$ cat src/rtl/xfer_track_pkg.sv
package xfer_track_pkg;
   localparam int ST_DONE = 0;
   localparam int ST_WRAP = 1;
   localparam int NUM_ST  = 2;
   typedef logic [NUM_ST-1:0] st_vec_t;
endpackage

$ cat src/rtl/xfer_cnt_down.sv
module xfer_cnt_down #(
   parameter int W = 24
) (
   input  logic         clk,
   input  logic         rst_n,
   input  logic         ld_i,
   input  logic [W-1:0] ld_val_i,
   input  logic         ack_i,
   output logic [W-1:0] cnt_o,
   output logic         step_o,
   output logic         zero_ev_o,
   output logic         ld_nz_o
);
   localparam logic [W-1:0] ONE = {{(W-1){1'b0}}, 1'b1};

   generate
      if (W < 2) begin : g_bad_w
         $error("xfer_cnt_down: W must be at least 2");
      end
   endgenerate

   logic [W-1:0] cnt_q;
   logic         is_zero;

   always_comb begin
      is_zero   = (cnt_q == '0);
      step_o    = ack_i && !ld_i && !is_zero;
      zero_ev_o = (ld_i && (ld_val_i == '0)) || (step_o && (cnt_q == ONE));
      ld_nz_o   = ld_i && (ld_val_i != '0);
   end

   always_ff @(posedge clk) begin
      if (!rst_n)      cnt_q <= '0;
      else if (ld_i)   cnt_q <= ld_val_i;
      else if (step_o) cnt_q <= cnt_q - ONE;
   end

   assign cnt_o = cnt_q;

   assert_load_wins_R2: assert property (@(posedge clk) disable iff (!rst_n)
      ld_i |=> cnt_q == $past(ld_val_i));
   assert_dec_by_one_R3: assert property (@(posedge clk) disable iff (!rst_n)
      (ack_i && !ld_i && cnt_q != '0) |=> cnt_q == $past(cnt_q) - ONE);
   assert_zero_hold_R4: assert property (@(posedge clk) disable iff (!rst_n)
      (!ld_i && cnt_q == '0) |=> cnt_q == '0);
endmodule

$ cat src/rtl/xfer_addr_up.sv
module xfer_addr_up #(
   parameter int W = 24
) (
   input  logic         clk,
   input  logic         rst_n,
   input  logic         ld_i,
   input  logic [W-1:0] ld_val_i,
   input  logic         step_i,
   output logic [W-1:0] addr_o,
   output logic         wrap_ev_o
);
   localparam logic [W-1:0] ONE = {{(W-1){1'b0}}, 1'b1};

   generate
      if (W < 2) begin : g_bad_w
         $error("xfer_addr_up: W must be at least 2");
      end
   endgenerate

   logic [W-1:0] addr_q;

   assign wrap_ev_o = step_i && !ld_i && (&addr_q);

   always_ff @(posedge clk) begin
      if (!rst_n)      addr_q <= '0;
      else if (ld_i)   addr_q <= ld_val_i;
      else if (step_i) addr_q <= addr_q + ONE;
   end

   assign addr_o = addr_q;

   assert_addr_step_R5: assert property (@(posedge clk) disable iff (!rst_n)
      (step_i && !ld_i) |=> addr_q == $past(addr_q) + ONE);
   assert_addr_load_R5: assert property (@(posedge clk) disable iff (!rst_n)
      ld_i |=> addr_q == $past(ld_val_i));
   assert_wrap_zero_R7: assert property (@(posedge clk) disable iff (!rst_n)
      wrap_ev_o |=> addr_q == '0);
endmodule

$ cat src/rtl/xfer_stat_irq.sv
module xfer_stat_irq #(
   parameter int N       = 2,
   parameter bit IRQ_REG = 1'b1
) (
   input  logic         clk,
   input  logic         rst_n,
   input  logic [N-1:0] set_i,
   input  logic [N-1:0] hwclr_i,
   input  logic         clr_wr_i,
   input  logic [N-1:0] clr_i,
   input  logic         en_wr_i,
   input  logic [N-1:0] en_i,
   output logic [N-1:0] stat_o,
   output logic [N-1:0] mask_o,
   output logic         irq_o
);
   generate
      if (N < 1) begin : g_bad_n
         $error("xfer_stat_irq: N must be at least 1");
      end
   endgenerate

   logic [N-1:0] stat_q;
   logic [N-1:0] mask_q;
   logic         irq_any;

   genvar g;
   generate
      for (g = 0; g < N; g++) begin : g_bit
         logic sw_clr;
         assign sw_clr = clr_wr_i && clr_i[g];

         always_ff @(posedge clk) begin
            if (!rst_n)                       stat_q[g] <= 1'b0;
            else if (set_i[g])                stat_q[g] <= 1'b1;
            else if (hwclr_i[g] || sw_clr)    stat_q[g] <= 1'b0;
         end

         assert_set_wins_R9: assert property (@(posedge clk) disable iff (!rst_n)
            set_i[g] |=> stat_q[g]);
         assert_w1c_R8: assert property (@(posedge clk) disable iff (!rst_n)
            (sw_clr && !set_i[g]) |=> !stat_q[g]);
         assert_keep_R8: assert property (@(posedge clk) disable iff (!rst_n)
            (!set_i[g] && !hwclr_i[g] && !sw_clr) |=> stat_q[g] == $past(stat_q[g]));
      end
   endgenerate

   always_ff @(posedge clk) begin
      if (!rst_n)       mask_q <= '0;
      else if (en_wr_i) mask_q <= en_i;
   end

   assign irq_any = |(stat_q & mask_q);

   generate
      if (IRQ_REG) begin : g_irq_reg
         logic irq_q;
         always_ff @(posedge clk) begin
            if (!rst_n) irq_q <= 1'b0;
            else        irq_q <= irq_any;
         end
         assign irq_o = irq_q;

         assert_irq_masked_R10: assert property (@(posedge clk) disable iff (!rst_n)
            !irq_any |=> !irq_o);
         assert_irq_raise_R10: assert property (@(posedge clk) disable iff (!rst_n)
            irq_any |=> irq_o);
      end else begin : g_irq_comb
         assign irq_o = irq_any;
      end
   endgenerate

   assign stat_o = stat_q;
   assign mask_o = mask_q;
endmodule

$ cat src/rtl/byte_xfer_tracker.sv
module byte_xfer_tracker
   import xfer_track_pkg::*;
#(
   parameter int CNT_W   = 24,
   parameter int ADDR_W  = 24,
   parameter bit IRQ_REG = 1'b1
) (
   input  logic              clk,
   input  logic              rst_n,
   input  logic              xfer_ack_i,
   input  logic              cnt_ld_i,
   input  logic [CNT_W-1:0]  cnt_ld_val_i,
   input  logic              addr_ld_i,
   input  logic [ADDR_W-1:0] addr_ld_val_i,
   input  logic              clr_wr_i,
   input  logic [NUM_ST-1:0] clr_bits_i,
   input  logic              en_wr_i,
   input  logic [NUM_ST-1:0] en_bits_i,
   output logic [CNT_W-1:0]  cnt_o,
   output logic [ADDR_W-1:0] addr_o,
   output logic [NUM_ST-1:0] status_o,
   output logic [NUM_ST-1:0] irq_en_o,
   output logic              irq_o
);
   generate
      if (CNT_W < 2 || ADDR_W < 2) begin : g_bad_w
         $error("byte_xfer_tracker: counter widths must be at least 2");
      end
   endgenerate

   logic    step;
   logic    zero_ev;
   logic    ld_nz;
   logic    wrap_ev;
   st_vec_t set_vec;
   st_vec_t hwclr_vec;

   xfer_cnt_down #(.W(CNT_W)) u_cnt (
      .clk       (clk),
      .rst_n     (rst_n),
      .ld_i      (cnt_ld_i),
      .ld_val_i  (cnt_ld_val_i),
      .ack_i     (xfer_ack_i),
      .cnt_o     (cnt_o),
      .step_o    (step),
      .zero_ev_o (zero_ev),
      .ld_nz_o   (ld_nz)
   );

   xfer_addr_up #(.W(ADDR_W)) u_addr (
      .clk       (clk),
      .rst_n     (rst_n),
      .ld_i      (addr_ld_i),
      .ld_val_i  (addr_ld_val_i),
      .step_i    (step),
      .addr_o    (addr_o),
      .wrap_ev_o (wrap_ev)
   );

   always_comb begin
      set_vec            = '0;
      hwclr_vec          = '0;
      set_vec[ST_DONE]   = zero_ev;
      set_vec[ST_WRAP]   = wrap_ev;
      hwclr_vec[ST_DONE] = ld_nz;
   end

   xfer_stat_irq #(.N(NUM_ST), .IRQ_REG(IRQ_REG)) u_stat (
      .clk      (clk),
      .rst_n    (rst_n),
      .set_i    (set_vec),
      .hwclr_i  (hwclr_vec),
      .clr_wr_i (clr_wr_i),
      .clr_i    (clr_bits_i),
      .en_wr_i  (en_wr_i),
      .en_i     (en_bits_i),
      .stat_o   (status_o),
      .mask_o   (irq_en_o),
      .irq_o    (irq_o)
   );

   assert_done_on_load_R6: assert property (@(posedge clk) disable iff (!rst_n)
      (cnt_ld_i && cnt_ld_val_i != '0) |=> !status_o[ST_DONE]);
   assert_ack_gated_R4: assert property (@(posedge clk) disable iff (!rst_n)
      (xfer_ack_i && !cnt_ld_i && !addr_ld_i && cnt_o == '0) |=> $stable(addr_o));
endmodule

$ cat config.mk
export PLATFORM = sky130hd
export DESIGN_NAME = byte_xfer_tracker
export DESIGN_NICKNAME = d
export VERILOG_FILES = /design/src/rtl/xfer_track_pkg.sv /design/src/rtl/xfer_cnt_down.sv /design/src/rtl/xfer_addr_up.sv /design/src/rtl/xfer_stat_irq.sv /design/src/rtl/byte_xfer_tracker.sv
export SDC_FILE = /design/constraint.sdc
export NUM_CORES = 1
export LEC_CHECK = 0
export ABC_AREA = 0
export BUFFER_PORTS_ARGS = -buffer_cell sky130_fd_sc_hd__buf_2
export CAP_MARGIN = 20
export CORE_MARGIN = 3
export CORE_UTILIZATION = 35
export DETAILED_ROUTE_END_ITERATION = 6
export GPL_TIMING_DRIVEN = 1
export PLACE_DENSITY_LB_ADDON = 0.12
export SLEW_MARGIN = 15
export SYNTH_ARGS = -nofsm -noshare
export SYNTH_HDL_FRONTEND = slang
export SYNTH_SLANG_ARGS = --single-unit
$ cat constraint.sdc
create_clock -name clk -period 2.39 [get_ports clk]
set_input_delay 0.239 -clock clk [delete_from_list [all_inputs] [get_ports clk]]
set_output_delay 0.239 -clock clk [all_outputs]
set_load 0.01 [all_outputs]
After elaboration in Yosys (flattened, before gate mapping)
Index checks and enable logic that the tools add are counted.

operators by class
  add/sub/neg operators = 2
  $mul = 0
  divide/modulo/power cells = 0
  order comparisons = 0
  equality and inequality tests = 1
  shift-type cells = 0
  multiplexer cells = 8
  bitwise gates (word level) = 1
  reduce and logical (&&, ||, !) cells = 23

operators with widths
  cell                                                                     count
  24-bit 2-to-1 mux                                                        4
  24-bit logical NOT                                                       2
  24-bit by 1-bit adder with 24-bit output (second input constant)         1
  24-bit by 1-bit equality test with 1-bit output (second input constant)  1
  24-bit AND reduction                                                     1
  24-bit nonzero test                                                      1
  24-bit by 1-bit subtractor with 24-bit output (second input constant)    1
  1-bit logical AND                                                        9
  2-bit nonzero test                                                       4
  1-bit 2-to-1 mux                                                         4
  1-bit logical NOT                                                        3
  2-bit AND                                                                1
  1-bit logical OR                                                         2
  2-bit OR reduction                                                       1

storage, ports and cells
  register bits after elaboration = 53
  latch bits = 0
  bits in writable memories = 0
  bits in read-only memories = 0
  bits of input ports = 59
  output and inout bits = 53
  word-level logic and storage cells = 41
  memories kept = 0

Longest topological paths before layout
Gate-level depths: netlist of the first run.

  word-level depth = 6
  gate-level depth with buffers = 8
  gate-level depth less buffers = 7

Hierarchy
A second synthesis of the first run with hierarchy kept.

second synthesis, totals
  cells, all modules = 375
  area, all modules = 3181.8 µm²

by module, submodules not included
  module             instances  cells each  area an instance (µm²)  seq. area each (µm²)
  xfer_cnt_down      1          196         1600.3                  480.5
  xfer_addr_up       1          161         1393.8                  480.5
  xfer_stat_irq      1          17          183.9                   100.1
  byte_xfer_tracker  1          1           3.8                     0.0

Worst setup path before layout of the first run
OpenSTA, ideal clock, no wires.

  path kind = register -> register
  start point = register u_cnt.cnt_q[0] (netlist: u_cnt.cnt_o[0])
  end point = register u_cnt.cnt_q[18] (netlist: u_cnt.cnt_o[18])
  setup time = 0.074 ns
  arrival time = 2.292 ns
  required time = 2.316 ns
  setup slack = 0.024 ns
  stages on the path, launching flop included = 8
  period minus slack after synthesis = 2.366 ns
  path through = dfxtp_1 inv_1 ha_1 or4b_2 nor4_1 o211ai_1 or4_1 a31oi_1

on the way
  longest elaborated chain between the ends = 4
  elaborated cells on any way between the ends = 7
  those cells by class = 1 x add/sub; 2 x mux; 4 x reduce/logical

ends and longest elaborated chain
  what                                                                                   RTL line             RTL
  from (decl)                                                                            xfer_cnt_down.sv:22  logic [W-1:0] cnt_q;
  from (signal assigned)                                                                 xfer_cnt_down.sv:34  else if (ld_i) cnt_q <= ld_val_i;
  from (signal assigned)                                                                 xfer_cnt_down.sv:35  else if (step_o) cnt_q <= cnt_q - ONE;
  branches (longest 4 deep; another with 24-bit by 1-bit subtractor with 24-bit output)  --

Several ways; the timed one is not identified. The select of a mux whose other input is x is not followed.
A chain may end at the register's enable or synchronous reset.

Worst setup path in the final report of the first run
  start point = register u_cnt.cnt_q[9] (netlist: u_cnt.cnt_o[9])
  end point = register u_cnt.cnt_q[14] (netlist: u_cnt.cnt_o[14])

The elaborated chain is that of the path after synthesis.

==> qor.csv, run 1 <==
metric,value,unit
initial antenna violation count,0,
Buffers & Inverters on Critical Path,1,
TritonCTS clock tree,built,
1st-iter DRT viols,175,
"EDFF count, synth",0,
Hold Path Depth,3,
nets@finish,583,
Initial Util,36.82,%
CP Max Fanout,3,
setup violators final,0,
GRT Residual Overflow,0,
gr usage total,20.54,%
H-tree levels,2,
Most Frequent Cell on Critical Path,or4_4,
Clock Skews,8.687,ps
largest net degree at the start of global routing,39,
IO buf count,111,
Placed Cells,615,
Critical R2R Capture,u_cnt.cnt_o[14],
hold slack,163.3,ps
post-synth net total,450,
worst ir drop on vdd,0.2482,mV
syn_area_per_cell,8.015,sq um
Slew HR,56.39,%
Post-CTS Hold Buffers,0,
status,"complete, no violations",
die height,100.1,microns
fin cells,626,
first-pass GRT wire length,16.77,mm
asr flop ratio synth,0,%
synth unique cells,44,
Avg Vias per Cell,5.551,
final critical-path required period,2327,ps
"critical path, cell by cell","or4_4, buf_6, or4_4, or3_4, or3_1, a31oi_1",
worst reg2reg startpoint,u_cnt.cnt_o[9],
worst hold path class,in2reg,
Vias,3475,
die area,0.01003,sq mm
Worst path slowest cell,or4_4,
vias in the first global route,3390,
root buffer cell,clkbuf_8,
R2R depth,6,
Placeable Area,0.008423,sq mm
Num CTS Buffers,5,
total of max-cap violations,0,
hold endpoint,u_stat.mask_o[0],
worst setup path start,u_cnt.cnt_o[9],
Final Core Density,49.54,%
Post-Syn Area,0.003102,sq mm
Final Cycle Share,97.36,%
most frequent cells in the layout,"buf_2 (111), dfxtp_1 (49), o21ai_0 (47)",
type of the worst setup path,reg2reg,
CP Depth,6,
detailed placer's ending HPWL,7.851,mm
RSZ-0062 raised after global routing,true,
"flops & latches, synth",53,
Area contributors post-synth,"dfxtp_1 (34%), o21ai_0 (7.7%), xnor2_1 (6.2%), a21oi_1 (4.8%), a211oi_1 (3.9%)",
"slowest stage delay, CP",540,ps
Worst Setup Start Kind,register,
Leak,1.668,nW
overall die width,100.1,microns
DRC,0,
Post-Route WL,10.30,mm
top-area cell type share of the netlist area,34.21,%
Critical Path RT,2630,ps
Routed Antenna Nets,0,
# rows,33,
slack of the worst reg-to-reg path,60,ps
Fin. Hold Viols,0,
GPL Wtd Cong,0.8212,
first drt pass iteration count,5,
Hold Path Origin,en_bits_i[0],
area grow syn2layout,34.53,%
CTS Buffer Depth,2,
post-synth top area cell,dfxtp_1,
clock sinks,53,
Worst-Margin Slew,654.2,ps
element type at the critical path end,register,
fill count,868,
clock-pin slew on the worst setup and hold paths,100,ps
Setup TNS,0,ps
ratio of cells with drive above 1 in the final layout,35.32,%
Top Ports,112,
fmax,429.8,MHz
Ys Warns,0,
"CP delay by family, top",simple AND/OR/NAND/NOR gates,
crit path DAT,2570,ps
total power,2.084,mW
"commonest non-fill, non-tap cell in the layout",buf_2,
max-slew violations,0,
"Primary FF master, synth",dfxtp_1,
"Clk Latency, worst-skew pair",320,ps
PwrDens,499.4,mW/mm^2
Post-Syn Instances,387,
"Seq/Total Area, Yosys",34.21,%
Diodes inserted,0,
WL/cell,16.45,microns
==> layout make-up <==
type	instances	area [sq um]	area share (%)
clock buffer	8	80.08	1.919
multi-input combinational	298	1976	47.35
inverter	9	33.78	0.8096
tap	105	131.4	3.148
sequential	53	1066	25.55
timing repair buffer	153	885.9	21.23
==> how the worst max path moves through the flow <==
stage                       to  slack (ps)
3_5_place_dp   u_cnt.cnt_o[18]          60
3_3_place_gp   u_cnt.cnt_o[18]          30
6_report       u_cnt.cnt_o[14]          60
4_1_cts        u_cnt.cnt_o[14]          20
2_1_floorplan  u_cnt.cnt_o[18]          20
5_1_grt        u_cnt.cnt_o[14]         -20
==> cell families (layout without fill, tap and decap cells) <==
logic type / after synthesis / in the layout / synth area share, %
flops: 53 / 53 / 34.21
mux: 3 / 3 / 1.008
buf+inv: 36 / 170 / 4.518
xor+xnor: 25 / 25 / 7.059
simple gates: 131 / 131 / 25.17
fa+ha+maj: 4 / 4 / 1.614
compound gates: 135 / 135 / 26.42
==> where the power goes <==
group          leakage, nW  switching [mW]  internal, mW
sequential           0.441          0.0669         0.946
combinational         1.19           0.295         0.257
clock               0.0395           0.309         0.210
==> per-layer routing <==
layer / part of all wire, % / up-vias / global-route usage (%)
met1: 47 / 1627 / 28.84
met3: 5.6 / 7 / 4.100
met2: 46 / 92 / 33.18
met5: 0 / - / 0
met4: 0.70 / 0 / 3.420
li1: - / 1749 / -
==> synthesized netlist by cell type, drive strengths merged, types with 2 or more instances <==
cell and n:
buf 4, nor3 9, mux2i 2, nand2 21, inv 9, nand3 15
clkbuf 23, o31ai 7, o21a 2, or3 10, nor2b 5, and4b 3
xnor2 22, or4 15, nor4 10, or2 2, a22oi 2, a21oi 30
a211oi 16, o21ai 48, ha 4, nor2 14, nor3b 2, o311a 2
nand4b 2, a31oi 15, o211ai 2, xor2 3, a2111oi 8, and4 5
dfxtp 53, nand4 10, and3 4
==> tightest hold or removal path: stages <==
cell and delay [ps]:
buf_2 70, mux2i_1 60, nor2_1 70
==> state kept, by name (all words and copies together) (netlist names) <==
register / flops
u_addr.addr_o: 24
u_cnt.cnt_o: 24
u_stat.mask_o: 2
u_stat.stat_o: 2
u_stat.irq_o: 1
==> per-stage QoR <==
| stage | cell area [sq um] | setup slack [ps] |
|---|---|---|
| after floorplan | 3102 | 23.57 |
| after global placement | 3984 | 32.66 |
| after detailed placement | 3984 | 58.34 |
| after CTS | 4064 | 24.47 |
| after global routing | 4173 | -17.50 |
| final | 4173 | 63.20 |
==> what timing repair did <==
action,in CTS,in global routing
endpoints found under the setup margin,0,10
gates resized for setup,0,24
buffers inserted,0,2
No activity file was read; power rests on OpenSTA's default activity.
==> inputs of run 2 (changes only) <==
--- a/config.mk
+++ b/config.mk
@@ -9,7 +9,7 @@
 export BUFFER_PORTS_ARGS = -buffer_cell sky130_fd_sc_hd__buf_2
 export CAP_MARGIN = 20
 export CORE_MARGIN = 3
-export CORE_UTILIZATION = 35
+export CORE_UTILIZATION = 45
 export DETAILED_ROUTE_END_ITERATION = 6
 export GPL_TIMING_DRIVEN = 1
 export PLACE_DENSITY_LB_ADDON = 0.12
==> constraint.sdc (replaced) <==
create_clock -name clk -period 2.39 [get_ports clk]
set_input_delay 0.478 -clock clk [delete_from_list [all_inputs] [get_ports clk]]
set_output_delay 0.478 -clock clk [all_outputs]
set_load 0.01 [all_outputs]
==> qor.csv, run 2 (synthesis results as in run 1) <==
metric,value,unit,change
status,"complete, no violations",,unchanged
"commonest non-fill, non-tap cell in the layout",buf_2,,unchanged
gr usage total,24.11,%,was 20.54%
Routed Antenna Nets,0,,unchanged
1st-iter DRT viols,203,,was 175
"critical path, cell by cell","or4_4, buf_4, or4_1, or3_1, or3_1, a31oi_1",,"was or4_4, buf_6, or4_4, or3_4, or3_1, a31oi_1"
WL/cell,16.20,microns,was 16.45 microns
die height,89.02,microns,was 100.1 microns
Top Ports,112,,unchanged
met3 usage,3.963,%,was 4.100%
TritonCTS clock tree,built,,unchanged
GPL Wtd Cong,0.8786,,was 0.8212
Post-Route WL,9.589,mm,was 10.30 mm
worst hold path class,in2reg,,unchanged
Num CTS Buffers,5,,unchanged
overall die width,89.02,microns,was 100.1 microns
worst ir drop on vdd,0.2371,mV,was 0.2482 mV
die area,0.007925,sq mm,was 0.01003 sq mm
"slowest stage delay, CP",530,ps,was 540 ps
Worst path slowest cell,or4_4,,unchanged
Avg Vias per Cell,5.986,,was 5.551
RSZ-0062 raised after global routing,false,,was true
detailed placer's ending HPWL,7.278,mm,was 7.851 mm
clock sinks,53,,unchanged
Most Frequent Cell on Critical Path,or3_1,,was or4_4
first drt pass iteration count,4,,was 5
design area,0.004060,sq mm,was 0.004173 sq mm
CTS Buffer Depth,2,,unchanged
H-tree levels,2,,unchanged
Clock Skews,4.716,ps,was 8.687 ps
clock-pin slew on the worst setup and hold paths,90,ps,was 100 ps
gr busiest metal,met2,,unchanged
element type at the critical path end,register,,unchanged
max-slew violations,0,,unchanged
Final Core Density,62.16,%,was 49.54%
Fin. Hold Viols,0,,unchanged
root buffer cell,clkbuf_8,,unchanged
Post-CTS Hold Buffers,0,,unchanged
"Clk Latency, worst-skew pair",310,ps,was 320 ps
crit path DAT,2560,ps,was 2570 ps
met2 Resource Use GR,38.53,%,was 33.18%
most frequent cells in the layout,"buf_2 (111), dfxtp_1 (53), o21ai_0 (48)",,"was buf_2 (111), dfxtp_1 (49), o21ai_0 (47)"
Setup TNS,0,ps,unchanged
area grow syn2layout,30.90,%,was 34.53%
Initial Util,47.49,%,was 36.82%
slack of the worst reg-to-reg path,70,ps,was 60 ps
"CP delay by family, top",simple AND/OR/NAND/NOR gates,,unchanged
setup violators final,0,,unchanged
DRC,0,,unchanged
Hold Path Origin,en_bits_i[0],,unchanged
fmax,431.7,MHz,was 429.8 MHz
fill count,614,,was 868
Vias,3544,,was 3475
nets@finish,578,,was 583
PwrDens,509.8,mW/mm^2,was 499.4 mW/mm^2
DP Worst Slack,9.682,ps,was 58.34 ps
final critical-path required period,2317,ps,was 2327 ps
IO buf count,111,,unchanged
Final Cycle Share,96.93,%,was 97.36%
total of max-cap violations,0,,unchanged
Buffers & Inverters on Critical Path,1,,unchanged
first-pass GRT wire length,15.21,mm,was 16.77 mm
setup ws final,73.49,ps,was 63.20 ps
worst setup path start,u_cnt.cnt_o[8],,was u_cnt.cnt_o[9]
vias in the first global route,3278,,was 3390
Worst Setup Start Kind,register,,unchanged
Worst-Margin Slew,651.1,ps,was 654.2 ps
dpl cell area,0.003934,sq mm,was 0.003984 sq mm
Critical Path RT,2630,ps,about the same
Leak,1.634,nW,was 1.668 nW
initial antenna violation count,0,,unchanged
worst reg2reg startpoint,u_cnt.cnt_o[8],,was u_cnt.cnt_o[9]
GR Util met1,32.77,%,was 28.84%
CP Max Fanout,3,,unchanged
largest net degree at the start of global routing,39,,unchanged
GRT Residual Overflow,0,,unchanged
Slew HR,56.19,%,was 56.39%
ratio of cells with drive above 1 in the final layout,32.82,%,was 35.32%
Diodes inserted,0,,unchanged
type of the worst setup path,reg2reg,,unchanged
Placeable Area,0.006531,sq mm,was 0.008423 sq mm
# rows,29,,was 33
[run 2: cell count changes in the layout (fill, tap and decap cells not counted), moves of 2 or more]
cell      before  now
dfxtp_1       49   53
dfxtp_2        4    0
buf_6          3    0
clkbuf_1       3    1
or4_1         11   13
or4_4          4    2
[run 2: metal layers]
| metal | routed length [microns] | share of wire, % |
|---|---|---|
| met5 | 0 | 0 |
| met4 | 166 | 1.7 |
| met3 | 770 | 8.0 |
| met2 | 4329 | 45 |
| met1 | 4322 | 45 |
[run 2: per-stage QoR]
step / hold slack [ps] / total power, mW / instances
3_3_place_gp: 488.3 / 1.531 / 585
2_1_floorplan: 506.3 / 1.295 / 387
5_1_grt: 427.8 / 2.180 / 592
6_report: 407.3 / 2.070 / 592
3_5_place_dp: 498.9 / 1.544 / 585
4_1_cts: 407.6 / 2.066 / 592
[run 2: cell type report]
cell class / count / area [sq um] / area share [%]
clock buffer: 7 / 86.33 / 2.126
inverter: 9 / 33.78 / 0.8321
sequential: 53 / 1061 / 26.13
multi-input combinational: 298 / 1949 / 48.01
tap: 77 / 96.34 / 2.373
timing repair buffer: 148 / 833.3 / 20.52
[run 2: repair_timing]
item / in CTS / in global routing
resized for setup: 0 / 7
hold endpoints to repair: 0 / 0
endpoints found under the setup margin: 0 / 8
buffers inserted: 0 / 0
[run 2: where the power goes]
group | internal, mW | total (mW) | switching (mW) | leakage [nW]
Sequential | 0.945 | 1.02 | 0.0717 | 0.440
Combinational | 0.242 | 0.526 | 0.283 | 1.15
Clock | 0.231 | 0.528 | 0.297 | 0.0443
[run 2: worst paths after layout]
path | endpoint | depth (start not counted)
worst max-delay path | u_cnt.cnt_o[14] | 6
worst max register to register | u_cnt.cnt_o[14] | 6
worst min register to register | u_stat.stat_o[1] | 2
worst min-delay path | u_stat.mask_o[0] | 3
[run 2: worst min-delay path: cells and delay by family]
kind          cells  cell delay (ps)
buf+inv           1               70
simple gates      1               80
mux               1               60
==> inputs of run 3 (changes only) <==
--- a/config.mk
+++ b/config.mk
@@ -13,6 +13,7 @@
 export DETAILED_ROUTE_END_ITERATION = 6
 export GPL_TIMING_DRIVEN = 1
 export PLACE_DENSITY_LB_ADDON = 0.12
+export REMOVE_ABC_BUFFERS = 1
 export SLEW_MARGIN = 15
 export SYNTH_ARGS = -nofsm -noshare
 export SYNTH_HDL_FRONTEND = slang
==> qor.csv, run 3 (synthesis results as in run 1) <==
metric,value,unit,change
Logic pwr share,25.5,%,was 25.4%
PwrDens,518.2,mW/mm^2,was 509.8 mW/mm^2
Critical Path RT,2620,ps,was 2630 ps
Worst Setup Start Kind,register,,unchanged
# rows,29,,unchanged
fill count,615,,was 614
final critical-path required period,2315,ps,was 2317 ps
R2R depth,6,,unchanged
Leak,1.646,nW,was 1.634 nW
slack of the worst reg-to-reg path,70,ps,about the same
CTS Buffer Depth,2,,unchanged
largest net degree at the start of global routing,39,,unchanged
Top Ports,112,,unchanged
Critical R2R Capture,u_cnt.cnt_o[14],,unchanged
Num CTS Buffers,5,,unchanged
worst ir drop on vdd,0.2577,mV,was 0.2371 mV
fmax,431.9,MHz,was 431.7 MHz
"commonest non-fill, non-tap cell in the layout",buf_2,,unchanged
setup violators final,0,,unchanged
Fin. Hold Viols,0,,unchanged
GPL Wtd Cong,0.8964,,was 0.8786
IO buf count,111,,unchanged
Final Cycle Share,96.88,%,was 96.93%
detailed placer's ending HPWL,7.042,mm,was 7.278 mm
max-slew violations,0,,unchanged
die height,89.02,microns,unchanged
root buffer cell,clkbuf_8,,unchanged
Hold Path Origin,en_bits_i[1],,was en_bits_i[0]
worst setup path start,u_cnt.cnt_o[8],,unchanged
die area,0.007925,sq mm,unchanged
hold endpoint,u_stat.mask_o[1],,was u_stat.mask_o[0]
Post-Route WL,9.365,mm,was 9.589 mm
element type at the critical path end,register,,unchanged
Slew HR,61.88,%,was 56.19%
Post-CTS Hold Buffers,0,,unchanged
Diodes inserted,0,,unchanged
TritonCTS clock tree,built,,unchanged
GRT Residual Overflow,0,,unchanged
most frequent cells in the layout,"buf_2 (111), dfxtp_1 (51), o21ai_0 (48)",,"was buf_2 (111), dfxtp_1 (53), o21ai_0 (48)"
crit path DAT,2550,ps,was 2560 ps
Hold Path Depth,3,,unchanged
Seq pwr share,47.7,%,was 49.1%
Clock Skews,3.710,ps,was 4.716 ps
net switching power,0.6599,mW,was 0.6516 mW
clock-pin slew on the worst setup and hold paths,100,ps,was 90 ps
overall die width,89.02,microns,unchanged
status,"complete, no violations",,unchanged
total of max-cap violations,0,,unchanged
Avg Vias per Cell,5.797,,was 5.986
Vias,3426,,was 3544
Placeable Area,0.006531,sq mm,unchanged
H-tree levels,2,,unchanged
area grow syn2layout,31.83,%,was 30.90%
first drt pass iteration count,4,,unchanged
switch share,31.15,%,was 31.48%
WL/cell,15.85,microns,was 16.20 microns
Routed Antenna Nets,0,,unchanged
RSZ-0062 raised after global routing,true,,was false
"Clk Latency, worst-skew pair",310,ps,about the same
nets@finish,576,,was 578
worst hold path class,in2reg,,unchanged
DRC,0,,unchanged
total power,2.119,mW,was 2.070 mW
1st-iter DRT viols,221,,was 203
power share of the clock group,26.8,%,was 25.5%
vias in the first global route,3082,,was 3278
CP Max Fanout,3,,unchanged
Initial Util,47.49,%,unchanged
DP Worst Slack,-60.12,ps,was 9.682 ps
Internal,1.459,mW,was 1.418 mW
clock sinks,53,,unchanged
gr usage total,23.54,%,was 24.11%
type of the worst setup path,reg2reg,,unchanged
worst reg2reg startpoint,u_cnt.cnt_o[8],,unchanged
ratio of cells with drive above 1 in the final layout,33.66,%,was 32.82%
setup ws final,74.51,ps,was 73.49 ps
initial antenna violation count,0,,unchanged
Final Core Density,62.61,%,was 62.16%
first-pass GRT wire length,14.92,mm,was 15.21 mm
Worst-Margin Slew,557.4,ps,was 651.1 ps
-- run 3: cell types whose count changed in the layout (fill, tap and decap cells not counted), sizes merged --
cell / change
clkinv: +1
buf: -2
-- run 3: worst max path at each step --
stage,endpoint,slack [ps],cells past startpoint
3_5_place_dp,u_cnt.cnt_o[18],-60,8
3_3_place_gp,u_cnt.cnt_o[18],-70,8
6_report,u_cnt.cnt_o[14],70,6
5_1_grt,u_cnt.cnt_o[23],-30,5
4_1_cts,u_cnt.cnt_o[18],-9,8
2_1_floorplan,u_addr.addr_o[2],-430,5
-- run 3: area by class of cell --
class,count,area [sq um],share of cell area [%]
Timing Repair Buffer,146,834.6,20.41
Tap cell,77,96.34,2.356
Sequential cell,53,1064,26.01
Multi-Input combinational cell,298,1959,47.92
Clock inverter,1,5.005,0.1224
Clock buffer,7,96.34,2.356
Inverter,9,33.78,0.8262
-- run 3: metrics by stage --
stage	setup TNS (ps)	hold slack [ps]	instances	instance area, sq um
floorplan	-8581	506.3	360	2995
global placement	-65.97	489.4	582	3924
detailed placement	-100.6	495.4	582	3924
CTS	-8.842	402.7	590	4035
global route	-39.69	429.9	591	4089
finish	0	407.0	591	4089
-- run 3: power groups by stage --
stage | sequential [mW] | clock (mW) | combinational, mW
after floorplan | 1.06 | 0 | 0.216
after global placement | 1.02 | 0 | 0.510
after detailed placement | 1.03 | 0 | 0.517
after CTS | 1.01 | 0.585 | 0.523
after global routing | 1.02 | 0.620 | 0.595
final | 1.01 | 0.568 | 0.540
-- run 3: repair_timing --
action                                  CTS  global route
setup buffers                             0             1
endpoints found under the setup margin    3             5
pin swaps                                 1             3
hold endpoints to repair                  0             0
resized for setup                         2            12
-- run 3: metal layers --
layer / global-route usage [%] / routed length [microns]
met5: 0 / 0
met4: 6.631 / 164
met3: 3.963 / 552
met2: 36.30 / 4122
met1: 33.88 / 4526
-- run 3: worst max-delay path, stage by stage (launching register included) --
cell and delay, ps:
dfxtp_1 320, or4_4 540, buf_6 150, or4_4 420, or3_4 340, or3_1 310
a31oi_1 180
